**src/rtl/mtbase_pkg.sv**
```systemverilog
`timescale 1ns/1ps
package mtbase_pkg;
   localparam int PRE_SEL_W = 2;
   localparam int NUM_PRE   = 1 << PRE_SEL_W;
   localparam int DIV_W     = NUM_PRE - 1;

   // bit positions inside the control byte
   localparam int B_FLAG  = 0;
   localparam int B_DITH  = 2;
   localparam int B_SHORT = 3;
   localparam int B_SWAI  = 4;
   localparam int B_PRE   = 5;

   typedef struct packed {
      logic [PRE_SEL_W-1:0] pre;
      logic                 swai;
      logic                 short_mode;
      logic                 dith;
   } mtb_cfg_t;
endpackage

```
**src/rtl/mtbase_ctrl.sv**
```systemverilog
`timescale 1ns/1ps
module mtbase_ctrl
   import mtbase_pkg::*;
#(
   parameter int ADDR_W    = 4,
   parameter int CTRL_ADDR = 0
)(
   input  logic              clk,
   input  logic              rst_n,
   input  logic [ADDR_W-1:0] reg_addr,
   input  logic              reg_we,
   input  logic [7:0]        reg_wdata,
   input  logic              ovf_evt,
   output mtb_cfg_t          cfg,
   output logic              ovf_flag,
   output logic [7:0]        reg_rdata
);
   initial begin
      assert (ADDR_W >= 1) else $error("ADDR_W must be at least 1");
      assert (CTRL_ADDR >= 0 && CTRL_ADDR < (1 << ADDR_W))
         else $error("CTRL_ADDR outside address space");
   end

   logic sel, wr, clr_req;
   assign sel     = (reg_addr == ADDR_W'(CTRL_ADDR));
   assign wr      = sel && reg_we;
   assign clr_req = wr && reg_wdata[B_FLAG];

   always_ff @(posedge clk) begin
      if (!rst_n) begin
         cfg <= '0;
      end else if (wr) begin
         cfg.pre        <= reg_wdata[B_PRE +: PRE_SEL_W];
         cfg.swai       <= reg_wdata[B_SWAI];
         cfg.short_mode <= reg_wdata[B_SHORT];
         cfg.dith       <= reg_wdata[B_DITH];
      end
   end

   // set has priority over a same-cycle clear
   always_ff @(posedge clk) begin
      if (!rst_n)       ovf_flag <= 1'b0;
      else if (ovf_evt) ovf_flag <= 1'b1;
      else if (clr_req) ovf_flag <= 1'b0;
   end

   always_comb begin
      reg_rdata = '0;
      if (sel) begin
         reg_rdata[B_PRE +: PRE_SEL_W] = cfg.pre;
         reg_rdata[B_SWAI]             = cfg.swai;
         reg_rdata[B_SHORT]            = cfg.short_mode;
         reg_rdata[B_DITH]             = cfg.dith;
         reg_rdata[B_FLAG]             = ovf_flag;
      end
   end

   a_r9_set_wins: assert property (@(posedge clk) disable iff (!rst_n)
      ovf_evt |=> ovf_flag);
   a_r9_zero_write_keeps: assert property (@(posedge clk) disable iff (!rst_n)
      (!ovf_evt && !clr_req) |=> $stable(ovf_flag));
   a_r11_foreign_write_ignored: assert property (@(posedge clk) disable iff (!rst_n)
      (reg_we && !sel) |=> $stable(cfg));
endmodule

```
**src/rtl/mtbase_prescaler.sv**
```systemverilog
`timescale 1ns/1ps
module mtbase_prescaler
   import mtbase_pkg::*;
(
   input  logic                 clk,
   input  logic                 rst_n,
   input  logic                 run,
   input  logic [PRE_SEL_W-1:0] pre_act,
   output logic                 tick
);
   logic [DIV_W-1:0]   pdiv;
   logic [NUM_PRE-1:0] hit;

   // one terminal detector per ratio; ratio 2^i ends when the low i bits are all ones
   for (genvar i = 0; i < NUM_PRE; i++) begin : g_ratio
      localparam logic [DIV_W-1:0] MASK = DIV_W'((1 << i) - 1);
      assign hit[i] = (pre_act == PRE_SEL_W'(i)) && ((pdiv & MASK) == MASK);
   end

   assign tick = run && (|hit);

   always_ff @(posedge clk) begin
      if (!rst_n)      pdiv <= '0;
      else if (!run)   pdiv <= pdiv;
      else if (tick)   pdiv <= '0;
      else             pdiv <= pdiv + 1'b1;
   end

   a_r10_divider_frozen: assert property (@(posedge clk) disable iff (!rst_n)
      !run |=> $stable(pdiv));
endmodule

```
**src/rtl/mtbase_counter.sv**
```systemverilog
`timescale 1ns/1ps
module mtbase_counter
   import mtbase_pkg::*;
#(
   parameter int LONG_BITS  = 11,
   parameter int SHORT_BITS = 7,
   parameter bit DITHER_EN  = 1'b1,
   localparam int CW        = LONG_BITS + 1
)(
   input  logic                 clk,
   input  logic                 rst_n,
   input  logic                 tick,
   input  logic [PRE_SEL_W-1:0] pre_req,
   input  logic                 short_req,
   input  logic                 dith_req,
   output logic [CW-1:0]        cnt,
   output logic                 wrap,
   output logic [PRE_SEL_W-1:0] pre_act
);
   initial begin
      assert (SHORT_BITS >= 1 && SHORT_BITS < LONG_BITS)
         else $error("SHORT_BITS must be in 1..LONG_BITS-1");
   end

   localparam logic [CW-1:0] LONG_TERM  = CW'((1 << LONG_BITS) - 1);
   localparam logic [CW-1:0] SHORT_TERM = CW'((1 << SHORT_BITS) - 1);

   logic          short_act;
   logic          phase;
   logic [CW-1:0] term;

   if (DITHER_EN) begin : g_dith
      logic ph_q;
      always_ff @(posedge clk) begin
         if (!rst_n)    ph_q <= 1'b0;
         else if (wrap) ph_q <= dith_req ? ~ph_q : 1'b0;
      end
      assign phase = ph_q;
   end else begin : g_nodith
      assign phase = 1'b0 & dith_req;
   end

   assign term = (short_act ? SHORT_TERM : LONG_TERM) + CW'(phase);
   assign wrap = tick && (cnt == term);

   always_ff @(posedge clk) begin
      if (!rst_n)     cnt <= '0;
      else if (wrap)  cnt <= '0;
      else if (tick)  cnt <= cnt + 1'b1;
   end

   // configuration captured only at period boundaries
   always_ff @(posedge clk) begin
      if (!rst_n) begin
         pre_act   <= '0;
         short_act <= 1'b0;
      end else if (wrap) begin
         pre_act   <= pre_req;
         short_act <= short_req;
      end
   end

   a_r3_hold_without_tick: assert property (@(posedge clk) disable iff (!rst_n)
      !tick |=> $stable(cnt));
   a_r3_wrap_to_zero: assert property (@(posedge clk) disable iff (!rst_n)
      wrap |=> (cnt == '0));
   a_r5_pre_held_midperiod: assert property (@(posedge clk) disable iff (!rst_n)
      !wrap |=> $stable(pre_act));
   a_r6_mode_held_midperiod: assert property (@(posedge clk) disable iff (!rst_n)
      !wrap |=> $stable(short_act));
   a_r3_count_bounded: assert property (@(posedge clk) disable iff (!rst_n)
      cnt <= LONG_TERM + 1'b1);
endmodule

```
**src/rtl/mtr_timebase.sv**
```systemverilog
`timescale 1ns/1ps
module mtr_timebase
   import mtbase_pkg::*;
#(
   parameter int ADDR_W     = 4,
   parameter int CTRL_ADDR  = 0,
   parameter int LONG_BITS  = 11,
   parameter int SHORT_BITS = 7,
   parameter bit DITHER_EN  = 1'b1
)(
   input  logic                 clk,
   input  logic                 rst_n,
   input  logic                 wait_req,
   input  logic [ADDR_W-1:0]    reg_addr,
   input  logic                 reg_we,
   input  logic [7:0]           reg_wdata,
   output logic [7:0]           reg_rdata,
   output logic [LONG_BITS:0]   tmr_count,
   output logic                 period_start,
   output logic                 irq
);
   mtb_cfg_t             cfg;
   logic                 ovf_flag, wrap, tick, run;
   logic [PRE_SEL_W-1:0] pre_act;

   assign run = !(cfg.swai && wait_req);

   mtbase_ctrl #(.ADDR_W(ADDR_W), .CTRL_ADDR(CTRL_ADDR)) u_ctrl (
      .clk(clk), .rst_n(rst_n), .reg_addr(reg_addr), .reg_we(reg_we),
      .reg_wdata(reg_wdata), .ovf_evt(wrap), .cfg(cfg),
      .ovf_flag(ovf_flag), .reg_rdata(reg_rdata));

   mtbase_prescaler u_pre (
      .clk(clk), .rst_n(rst_n), .run(run), .pre_act(pre_act), .tick(tick));

   mtbase_counter #(.LONG_BITS(LONG_BITS), .SHORT_BITS(SHORT_BITS),
                    .DITHER_EN(DITHER_EN)) u_cnt (
      .clk(clk), .rst_n(rst_n), .tick(tick), .pre_req(cfg.pre),
      .short_req(cfg.short_mode), .dith_req(cfg.dith), .cnt(tmr_count),
      .wrap(wrap), .pre_act(pre_act));

   always_ff @(posedge clk) begin
      if (!rst_n) period_start <= 1'b0;
      else        period_start <= wrap;
   end

   assign irq = ovf_flag;

   a_r3_single_pulse: assert property (@(posedge clk) disable iff (!rst_n)
      period_start |=> !period_start);
   a_r8_flag_at_start: assert property (@(posedge clk) disable iff (!rst_n)
      period_start |-> irq);
   a_r10_frozen_in_wait: assert property (@(posedge clk) disable iff (!rst_n)
      !run |=> $stable(tmr_count));
endmodule

```
**config.mk**
```make
export PLATFORM = sky130hd
export DESIGN_NAME = mtr_timebase
export DESIGN_NICKNAME = d
export VERILOG_FILES = /design/src/rtl/mtbase_pkg.sv /design/src/rtl/mtbase_ctrl.sv /design/src/rtl/mtbase_prescaler.sv /design/src/rtl/mtbase_counter.sv /design/src/rtl/mtr_timebase.sv
export SDC_FILE = /design/constraint.sdc
export NUM_CORES = 1
export LEC_CHECK = 0
export CAP_MARGIN = 0
export CORE_UTILIZATION = 64
export DETAILED_ROUTE_END_ITERATION = 8
export DONT_BUFFER_PORTS = 1
export HOLD_SLACK_MARGIN = 0.12
export MAX_ROUTING_LAYER = met4
export PLACE_DENSITY = 0.8
export SYNTH_ARGS = -nofsm -noshare
export SYNTH_HDL_FRONTEND = slang
export SYNTH_SLANG_ARGS = --single-unit
export TNS_END_PERCENT = 50
```
**constraint.sdc**
```tcl
create_clock -name clk -period 4.3 [get_ports clk]
set_clock_uncertainty 0.05 [all_clocks]
set_input_delay 0.645 -clock clk [delete_from_list [all_inputs] [get_ports clk]]
set_output_delay 0.645 -clock clk [all_outputs]
set_load 0.1 [all_outputs]
```
==> results.py <==
metrics = {
    "critical_path": {
        "crit_family": "flip-flops",
        "critical-path-max-stage-delay_ns": 1.09,
        "slowest_stage": "dfxtp_1",
        "path_class": "reg2reg",
        "worstSetupStartpointType": "flip-flop",
        "critPathBufInv": 0,
        "end_kind": "flip-flop",
        "arrival_ns": 3.36,
        "cp_data_required_time_ns": 4.52,
        "crit_path_max_fanout": 18,
        "crit_chain": "nand3_2 > or4_4 > a211oi_4 > mux2i_1",
    },
    "layout": {
        "area_growth_syn_to_layout_pct": 7.207,
        "final_layout_size_suffix_gt1_share_pct": 12.12,
        "nNetsFinal": 187,
        "mostFrequentLayoutCells": "dfxtp_1, nand2_1, a211oi_1, nand3_1, buf_4",
        "final_common_cell": "dfxtp_1",
        "antenna_cells": 0,
    },
    "yosys": {
        "ys_seq_area_share_pct": 37.48,
        "synthFlopType": "dfxtp_1",
        "synthTopCellsByArea": "dfxtp_1, nand2_1, a211oi_1",
        "synth_cells": 162,
        "synthSimpleGateAreaFrac_pct": 27.57,
        "synth_compound_area_share_pct": 18.20,
        "ys_seq_elements": 26,
        "synth_edf_count": 0,
        "synth_area_um2": 1389,
        "syn_area_per_cell_um2": 8.573,
        "async_flop_share_pct": 0,
        "synth_cell_types": 42,
        "synthAdderAreaFrac_pct": 4.505,
        "synth_top_family_by_area": "simple AND/OR/NAND/NOR gates",
        "yosys.area_share.xor_xnor_pct": 1.892,
        "yosysTopAreaCell": "dfxtp_1",
        "yosys_warnings": 0,
        "synth_top_area_share_pct": 37.48,
        "synth_mux_area_share_pct": 4.324,
    },
    "clocking": {
        "clk_path_buf_depth": 2,
        "tritoncts": "done",
        "cts.clk_slew.worst_paths_ns": 0.14,
        "postCtsSetupBuffers": 0,
        "cts_sinks": 26,
        "clock_latency_ns": 0.33,
        "cts-root-buf": "clkbuf_4",
        "cts_resized": 0,
        "numCtsBuffers": 3,
        "hold_buffers": 0,
        "h-tree-depth": 1,
    },
    "placed_design": {
        "port_buffers": 0,
        "dp_slack_ns": 1.187,
        "dp_hpwl_um": 1960,
        "place.gp.congestion": 0.7990,
    },
    "sta": {
        "fmax_mhz": 318.9,
        "relSlewSlack_pct": 22.61,
        "fin_ws_ns": 1.164,
        "fin_tns_setup_ns": 0,
        "worstMarginPinSlew_ns": 1.159,
        "rsz0062_at_grt": "false",
        "setup_violations": 0,
        "finalHoldViolations": 0,
        "maxSlewViolCount": 0,
        "fin_crit_ns": 3.136,
        "fin_crit_sh_pct": 72.92,
    },
    "die": {
        "die_area_um2": 2361,
        "dieWidth_um": 48.59,
        "initial_core_util_pct": 69.38,
        "core.rowCount": 16,
        "io_pins": 38,
        "core_um2": 2002,
        "fp.dieH_um": 48.59,
    },
    "route": {
        "drc": 0,
        "vias": 1217,
        "firstDrtPassIters": 4,
        "drt-total-wl_um": 2792,
        "detail_route.vias_per_cell": 6.339,
        "dr.first_iter.drc_count": 25,
        "ant_nets": 0,
        "routedWlPerCell_um": 14.54,
    },
    "run_status": {
        "status": "finished, final reports clean",
    },
    "grt": {
        "antenna_found_initial": 0,
        "grt_max_degree": 21,
        "grtUsageTotal_pct": 26.82,
        "grt_pass1_vias": 1171,
        "grt_first_pass_wirelength_um": 4795,
        "grt.overflow.total": 0,
    },
    "power_and_ir_drop": {
        "powerDensity_nw_per_um2": 310.8,
        "p_leak_nw": 0.4937,
        "ir_worst_vdd_mv": 0.2285,
    },
    "min_path": {
        "hp-class": "in2reg",
    },
    "flow_run": {
        "drv_cap": 0,
    },
}
kinds of logic (layout without fill, tap and decap cells):
kind of cell | Yosys count | in the layout
xor gates and xnor gates | 3 | 3
other | 1 | 2
muxes | 6 | 6
AOI/OAI and AO/OA | 35 | 35
buffers and inverters | 17 | 19
and+or+nand+nor | 69 | 69
adders and majority gates | 5 | 5
DFF | 26 | 26
registers in the layout (all words and copies together), names as in the netlist:
signal             count
u_cnt.pre_act          2
u_ctrl.cfg             5
u_cnt.short_act        1
u_pre.pdiv             3
u_ctrl.ovf_flag        1
u_cnt.cnt             12
u_cnt.g_dith.ph_q      1
period_start           1
per-layer routing:
| layer | up-vias | GRT usage (%) | wire length [µm] |
|---|---|---|---|
| met5 | - | - | 0 |
| met4 | 0 | 15.20 | 76 |
| met3 | 8 | 3.459 | 77 |
| met2 | 31 | 44.84 | 1405 |
| met1 | 580 | 31.03 | 1232 |
| li1 | 598 | - | - |
stage by stage:
stage               util [%]  total power (W)  area (µm²)  cells  hold WS, ns
floorplan                  -        0.0002940        1393    163       0.3847
global placement       71.75        0.0002978        1436    188       0.3949
detailed placement     71.75        0.0002988        1436    188       0.3996
CTS                    74.38        0.0004667        1489    192       0.3520
global route           74.38        0.0004762        1489    192       0.3621
finish                 74.38        0.0004627        1489    192       0.3682
where the power goes:
part	switching [W]	internal [W]	leakage, nW
Combinational	0.0000351	0.00000776	0.256
Clock	0.0000745	0.0000944	0.0279
Sequential	0.00000693	0.000244	0.210
cell usage after synthesis (2+ instances only):
cell type,n
nand4_1,2
o21ai_0,2
buf_4,2
dfxtp_1,26
nor4_1,3
nand3_1,11
a21oi_1,8
a211oi_1,11
inv_1,6
nand4b_1,2
o31ai_1,6
nor2_1,2
mux2i_1,6
or4_1,6
nand2_1,23
clkbuf_1,7
xnor2_1,2
ha_1,5
and2_1,6
o41ai_1,2
nor3_1,3
final timing paths:
kind	from	cells past startpoint	endpoint	slack, ns
hold reg to reg	u_pre.pdiv[1]	2	u_pre.pdiv[1]	0.42
hold / removal	rst_n	1	u_ctrl.ovf_flag	0.37
setup / recovery	u_cnt.cnt[3]	4	u_cnt.pre_act[1]	1.16
setup reg to reg	u_cnt.cnt[3]	4	u_cnt.pre_act[1]	1.16
cell type report:
cell class / instances / area (µm²)
Inverter: 6 / 22.52
Fill cell: 147 / 513.0
Clock inverter: 1 / 30.03
Multi-Input combinational cell: 120 / 792.0
Timing Repair Buffer: 9 / 67.56
Tap cell: 27 / 33.78
Sequential cell: 26 / 520.5
Clock buffer: 3 / 22.52
No activity file was read; power rests on OpenSTA's default activity.
